File: src/rtl/shost_irq_pkg.sv
// Shared register indices and line numbering for the interrupt aggregator.
package shost_irq_pkg;
    localparam int REG_AW  = 3;
    localparam int N_LINES = 2;
    localparam int LINE_ERR = 0;
    localparam int LINE_EVT = 1;

    typedef enum logic [REG_AW-1:0] {
        RA_PEND  = 3'd0,
        RA_IEN   = 3'd1,
        RA_FORCE = 3'd2,
        RA_CMASK = 3'd3,
        RA_CAUSE = 3'd4,
        RA_EMASK = 3'd5,
        RA_FLAGS = 3'd6,
        RA_NONE  = 3'd7
    } reg_addr_e;
endpackage

File: src/rtl/shost_err_capture.sv
// Sticky error-cause capture with a maskable subset.
// Assumes: N_MASKABLE <= N_CAUSE; causes above N_MASKABLE-1 have no mask bit
// and never contribute to err_hit. A pulse beats a clear in the same cycle.
module shost_err_capture #(
    parameter int N_CAUSE    = 6,
    parameter int N_MASKABLE = 5
) (
    input  logic                  clk,
    input  logic                  rst_n,
    input  logic [N_CAUSE-1:0]    err_pulse,
    input  logic                  clr_we,
    input  logic [N_CAUSE-1:0]    clr_bits,
    input  logic                  mask_we,
    input  logic [N_MASKABLE-1:0] mask_wbits,
    output logic [N_CAUSE-1:0]    cause_q,
    output logic [N_MASKABLE-1:0] mask_q,
    output logic                  err_hit
);
    genvar i;
    generate
        for (i = 0; i < N_CAUSE; i++) begin : g_cause
            // Hold one cause bit: set on its pulse, clear on write-one
            always_ff @(posedge clk) begin
                if (!rst_n)
                    cause_q[i] <= 1'b0;
                else if (err_pulse[i])
                    cause_q[i] <= 1'b1;
                else if (clr_we && clr_bits[i])
                    cause_q[i] <= 1'b0;
            end

            assert_cause_set_R2: assert property (@(posedge clk) disable iff (!rst_n)
                err_pulse[i] |=> cause_q[i]);
            assert_cause_sticky_R2: assert property (@(posedge clk) disable iff (!rst_n)
                (cause_q[i] && !(clr_we && clr_bits[i])) |=> cause_q[i]);
        end
    endgenerate

    // Cause mask register, all causes enabled out of reset
    always_ff @(posedge clk) begin
        if (!rst_n)
            mask_q <= {N_MASKABLE{1'b1}};
        else if (mask_we)
            mask_q <= mask_wbits;
    end

    // Any enabled, recorded cause requests the error line
    always_comb err_hit = |(cause_q[N_MASKABLE-1:0] & mask_q);
endmodule

File: src/rtl/shost_evt_detect.sv
// Rising-edge event detection on live status flags.
// Assumes: EVT_LIVE marks the flags allowed to raise events; other mask bits
// are storage only. Flags are synchronous to clk.
module shost_evt_detect #(
    parameter int               N_EVT    = 6,
    parameter logic [N_EVT-1:0] EVT_LIVE = 6'b010011
) (
    input  logic             clk,
    input  logic             rst_n,
    input  logic [N_EVT-1:0] flags,
    input  logic             mask_we,
    input  logic [N_EVT-1:0] mask_wbits,
    output logic [N_EVT-1:0] mask_q,
    output logic             evt_hit
);
    logic [N_EVT-1:0] flags_q;
    logic [N_EVT-1:0] rise;

    // Remember last cycle's flags for edge detection
    always_ff @(posedge clk) begin
        if (!rst_n)
            flags_q <= '0;
        else
            flags_q <= flags;
    end

    // Event mask register, cleared at reset
    always_ff @(posedge clk) begin
        if (!rst_n)
            mask_q <= '0;
        else if (mask_we)
            mask_q <= mask_wbits;
    end

    // Newly risen, enabled and live flags form an event
    always_comb begin
        rise    = flags & ~flags_q;
        evt_hit = |(rise & mask_q & EVT_LIVE);
    end

    assert_held_flag_quiet_R6: assert property (@(posedge clk) disable iff (!rst_n)
        (flags == flags_q) |-> !evt_hit);
endmodule

File: src/rtl/shost_irq_line.sv
// One interrupt line: pending latch plus output gating.
// Assumes: force_q is a one-cycle strobe; clr is the write-one-to-clear
// strobe for this line's pending bit. A set beats a clear.
module shost_irq_line (
    input  logic clk,
    input  logic rst_n,
    input  logic en,
    input  logic force_q,
    input  logic hit,
    input  logic clr,
    output logic pend_q,
    output logic irq
);
    // Latch the pending bit while the line is enabled
    always_ff @(posedge clk) begin
        if (!rst_n)
            pend_q <= 1'b0;
        else if (en && (force_q || hit))
            pend_q <= 1'b1;
        else if (clr)
            pend_q <= 1'b0;
    end

    // Drive the level output from pending or force, gated by enable
    always_comb irq = (pend_q | force_q) & en;

    assert_no_latch_disabled_R5: assert property (@(posedge clk) disable iff (!rst_n)
        (!en && !pend_q) |=> !pend_q);
    assert_set_wins_R3: assert property (@(posedge clk) disable iff (!rst_n)
        (en && (force_q || hit)) |=> pend_q);
endmodule

File: src/rtl/shost_irq_agg.sv
// Interrupt and error status aggregator for a serial host controller.
// Holds line enable and force registers, decodes the register port, and
// combines the cause-capture, event-detect and two line instances.
// Assumes: single-cycle err_pulse strobes, synchronous stat_flags, and
// N_MASKABLE <= N_CAUSE <= DATA_W, N_EVT <= DATA_W.
module shost_irq_agg
    import shost_irq_pkg::*;
#(
    parameter int               DATA_W     = 32,
    parameter int               N_CAUSE    = 6,
    parameter int               N_MASKABLE = 5,
    parameter int               N_EVT      = 6,
    parameter logic [N_EVT-1:0] EVT_LIVE   = 6'b010011
) (
    input  logic              clk,
    input  logic              rst_n,
    input  logic              bus_we,
    input  logic [REG_AW-1:0] bus_addr,
    input  logic [DATA_W-1:0] bus_wdata,
    output logic [DATA_W-1:0] bus_rdata,
    input  logic [N_CAUSE-1:0] err_pulse,
    input  logic [N_EVT-1:0]  stat_flags,
    output logic              irq_err_o,
    output logic              irq_evt_o
);
    reg_addr_e              addr_e;
    logic                   wr_pend, wr_ien, wr_force, wr_cmask, wr_cause, wr_emask;
    logic [N_LINES-1:0]     ien_q;
    logic [N_LINES-1:0]     force_q;
    logic [N_LINES-1:0]     pend_q;
    logic [N_LINES-1:0]     line_hit;
    logic [N_LINES-1:0]     line_irq;
    logic [N_CAUSE-1:0]     cause_q;
    logic [N_MASKABLE-1:0]  cmask_q;
    logic [N_EVT-1:0]       emask_q;
    logic                   err_hit;
    logic                   evt_hit;

    // Decode the write strobe per register
    always_comb begin
        addr_e   = reg_addr_e'(bus_addr);
        wr_pend  = bus_we && (addr_e == RA_PEND);
        wr_ien   = bus_we && (addr_e == RA_IEN);
        wr_force = bus_we && (addr_e == RA_FORCE);
        wr_cmask = bus_we && (addr_e == RA_CMASK);
        wr_cause = bus_we && (addr_e == RA_CAUSE);
        wr_emask = bus_we && (addr_e == RA_EMASK);
    end

    // Line enable register
    always_ff @(posedge clk) begin
        if (!rst_n)
            ien_q <= '0;
        else if (wr_ien)
            ien_q <= bus_wdata[N_LINES-1:0];
    end

    // Force strobes live for one cycle after the write
    always_ff @(posedge clk) begin
        if (!rst_n)
            force_q <= '0;
        else if (wr_force)
            force_q <= bus_wdata[N_LINES-1:0];
        else
            force_q <= '0;
    end

    shost_err_capture #(
        .N_CAUSE    (N_CAUSE),
        .N_MASKABLE (N_MASKABLE)
    ) u_err (
        .clk        (clk),
        .rst_n      (rst_n),
        .err_pulse  (err_pulse),
        .clr_we     (wr_cause),
        .clr_bits   (bus_wdata[N_CAUSE-1:0]),
        .mask_we    (wr_cmask),
        .mask_wbits (bus_wdata[N_MASKABLE-1:0]),
        .cause_q    (cause_q),
        .mask_q     (cmask_q),
        .err_hit    (err_hit)
    );

    shost_evt_detect #(
        .N_EVT      (N_EVT),
        .EVT_LIVE   (EVT_LIVE)
    ) u_evt (
        .clk        (clk),
        .rst_n      (rst_n),
        .flags      (stat_flags),
        .mask_we    (wr_emask),
        .mask_wbits (bus_wdata[N_EVT-1:0]),
        .mask_q     (emask_q),
        .evt_hit    (evt_hit)
    );

    // Route each source to its line
    always_comb begin
        line_hit           = '0;
        line_hit[LINE_ERR] = err_hit;
        line_hit[LINE_EVT] = evt_hit;
    end

    genvar l;
    generate
        for (l = 0; l < N_LINES; l++) begin : g_line
            shost_irq_line u_line (
                .clk     (clk),
                .rst_n   (rst_n),
                .en      (ien_q[l]),
                .force_q (force_q[l]),
                .hit     (line_hit[l]),
                .clr     (wr_pend && bus_wdata[l]),
                .pend_q  (pend_q[l]),
                .irq     (line_irq[l])
            );
        end
    endgenerate

    always_comb begin
        irq_err_o = line_irq[LINE_ERR];
        irq_evt_o = line_irq[LINE_EVT];
    end

    // Register read multiplexer; force and unmapped words read zero
    always_comb begin
        case (addr_e)
            RA_PEND:  bus_rdata = DATA_W'(pend_q);
            RA_IEN:   bus_rdata = DATA_W'(ien_q);
            RA_CMASK: bus_rdata = DATA_W'(cmask_q);
            RA_CAUSE: bus_rdata = DATA_W'(cause_q);
            RA_EMASK: bus_rdata = DATA_W'(emask_q);
            RA_FLAGS: bus_rdata = DATA_W'(stat_flags);
            default:  bus_rdata = '0;
        endcase
    end

    assert_force_selfclear_R8: assert property (@(posedge clk) disable iff (!rst_n)
        !wr_force |=> (force_q == '0));
    assert_line_gated_R9: assert property (@(posedge clk) disable iff (!rst_n)
        !ien_q[LINE_ERR] |-> !irq_err_o);
endmodule

File: config.mk
export PLATFORM = sky130hd
export DESIGN_NAME = shost_irq_agg
export DESIGN_NICKNAME = d
export VERILOG_FILES = /design/src/rtl/shost_irq_pkg.sv /design/src/rtl/shost_err_capture.sv /design/src/rtl/shost_evt_detect.sv /design/src/rtl/shost_irq_line.sv /design/src/rtl/shost_irq_agg.sv
export SDC_FILE = /design/constraint.sdc
export NUM_CORES = 1
export LEC_CHECK = 0
export BUFFER_PORTS_ARGS = -buffer_cell sky130_fd_sc_hd__buf_2
export CORE_MARGIN = 1.5
export CORE_UTILIZATION = 42
export DETAILED_ROUTE_END_ITERATION = 7
export PLACE_DENSITY = 0.79
export SYNTH_ARGS = -nofsm -noshare
export SYNTH_HDL_FRONTEND = slang
export SYNTH_HIERARCHICAL = 1
export SYNTH_SLANG_ARGS = --single-unit
File: constraint.sdc
create_clock -name clk -period 1.7 [get_ports clk]
set_input_delay 0 -clock clk [delete_from_list [all_inputs] [get_ports clk]]
set_output_delay 0 -clock clk [all_outputs]
set_load 0.01 [all_outputs]
==> flow_summary_export.csv <==
group,metric,value,unit
timing,setup_slack,280.3,ps
final_layout,final.fill_count,330,
routing,drt_pass1_iterations,4,
synthesis,ys.flop_type,"dfxtp_1",
placed_design,io_buffers,31,
clock_network,max-clock-path-buffers,2,
timing,finalHoldViolCount,0,
clock_network,cts_max_level,1,
grt,grt_pass1_wl,5.271,mm
die,initial_core_util,44.15,%
synthesis,synth_area,1496,um2
placed_design,place_ws,305.9,ps
placed_design,place_inst,235,
hold_path,hold_class,"input port to flip-flop",
routing,drt-wirelength-per-cell,12.31,um
critical_path,start_kind,"flip-flop",
critical_path,crit_fanout,3,
timing,fin_setup_tns,0,ps
routing,ant_nets,0,
timing,hold_slack,22.24,ps
clock_network,cts_tree,"done",
timing,clock_skew,11.69,ps
job,max_cap_violations,0,
grt,grt_pass1_vias,1189,
power_and_ir_drop,power_density,662.3,nW/um2
clock_network,clock_sinks,26,
routing,drtIter0Drc,29,
power_and_ir_drop,ir_drop,0.6253,mV
die,die_h,62.69,um
synthesis,synth_enable_flop_cells,0,
clock_network,cts_root_buf,"clkbuf_4",
outcome,status,"completed",
final_layout,syn_to_final_growth,19.90,%
synthesis,synthTopCellsByArea,"dfxtp_1 (35%), buf_4 (14%), mux2i_1 (13%), o21a_1 (4.5%), nor2b_1 (3.8%)",
routing,vias_per_cell,4.879,
synthesis,yosys_warnings,6,
grt,grt_max_degree,26,
routing,drc,0,
clock_network,cts_resized,0,
die,core,3390,um2
grt,antenna_found_initial,0,
critical_path,worst_ep_required_time,1700,ps
final_layout,fin_cells,256,
placed_design,gp_congestion,0.8263,
power_and_ir_drop,p_total,1.188,mW
placed_design,dpl.hpwl,2.196,mm
die,ios,84,
die,num_rows,21,
timing,rsz0062_at_grt,"false",
grt,gr-usage-all-layers,16.74,%
synthesis,synth_area_leader_cell,"dfxtp_1",
clock_network,worstSkewPairLatency,330,ps
timing,slew_viol_final,0,
timing,min_period,1420,ps
synthesis,seq_area_frac_synth,34.78,%
synthesis,yosysUniqueCellTypes,33,
synthesis,ys_ff_latch,26,
synthesis,synth.most_common_cell,"buf_4",
synthesis,synthArstFlopShare,0,%
synthesis,yosys-top-cells-count,"buf_4 (27), dfxtp_1 (26), mux2i_1 (19), nand2_1 (11)",
critical_path,worst-setup-path-type,"flip-flop to primary output",
grt,grt-ovfl-total,0,
critical_path,cp-end-kind,"primary output",
clock_network,clk_pin_slew,150,ps
critical_path,crit_arrival,1420,ps
final_layout,final_nets,261,
die,die_area,3930,um2
power_and_ir_drop,leakage,0.7780,nW
timing,fin_crit_sh,83.51,%
final_layout,stdcell_area,1794,um2
timing,fmax,704.4,MHz
clock_network,cts_buffers,3,
routing,vias,1249,
routing,drt_wl_total,3.152,mm
synthesis,syn_area_per_cell,9.295,um2
timing,setup_viol,0,
final_layout,post-route-util,52.93,%
final_layout,drive_above_1_share,20.95,%
synthesis,synthCells,161,
synthesis,yosysTopAreaCellShare,34.78,%
die,fp.dieW,62.69,um
final_layout,n_antenna_cell,0,
placed_design,placed_area,1588,um2
==> layout by cell type, fill, tap and decap left out, types with 6 or more instances in the layout <==
cell type      count
buf_2             31
conb_1            26
dfxtp_1           26
mux2i_1           19
dlygate4sd3_1     17
nand2_1           11
nor2b_1            9
o21a_1             9
buf_4              6
a21boi_0           6
==> layout make-up <==
type	count	area [um2]	share of cell area (%)
Multi-Input combinational cell	125	805.8	44.91
Timing Repair Buffer	54	370.4	20.64
Clock buffer	4	36.28	2.022
Tap cell	46	57.56	3.208
Inverter	1	3.754	0.2092
Sequential cell	26	520.5	29.01
==> path summary, 6_finish.rpt <==
kind | cells after the start | slack (ps) | from | end
setup / recovery | 4 | 280 | g_line[0].u_line/pend_q | bus_rdata[0]
hold / removal | 2 | 20 | rst_n | u_err/mask_q[1]
setup reg to reg | 4 | 600 | u_err/cause_q[4] | g_line[0].u_line/pend_q
hold reg to reg | 2 | 490 | g_line[0].u_line/pend_q | g_line[0].u_line/pend_q
==> where the power goes <==
group          switching [mW]  leakage (nW)  internal (mW)
sequential             0.0136         0.213          0.631
clock                   0.187        0.0210          0.131
combinational           0.116         0.544          0.109
total                   0.316         0.778          0.872
==> flip-flops by register name, indices dropped and copies added, names as in the netlist <==
register	flops
u_evt/mask_q	6
g_line.u_line/pend_q	2
force_q	2
ien_q	2
u_evt/flags_q	3
u_err/cause_q	6
u_err/mask_q	5
==> what timing repair did <==
action	in CTS	in global routing
hold buffers	17	0
endpoints found under the hold margin	20	0
setup buffers	0	0
==> metal layers <==
metal / vias up / share of wire (%) / GRT usage [%]
met4: 0 / 2.6 / 7.500
met3: 9 / 5.5 / 3.423
met2: 53 / 48 / 29.57
met1: 580 / 44 / 19.39
met5: - / 0 / 0
li1: 607 / - / -
==> worst max-delay path, cell delays in order (launching register included) <==
cell,delay (ps)
dfxtp_1,370
or3b_1,350
a21oi_1,150
a211o_1,110
buf_2,120
==> cell families after synthesis <==
| family | count (synthesis) | synth area share, % |
|---|---|---|
| buffers and inverters | 35 | 17.64 |
| muxes | 19 | 12.71 |
| other | 1 | 0.2506 |
| DFF | 26 | 34.78 |
| and+or+nand+nor | 46 | 17.47 |
| AOI/OAI and AO/OA | 34 | 17.14 |
(Power assumes the default switching activity.)
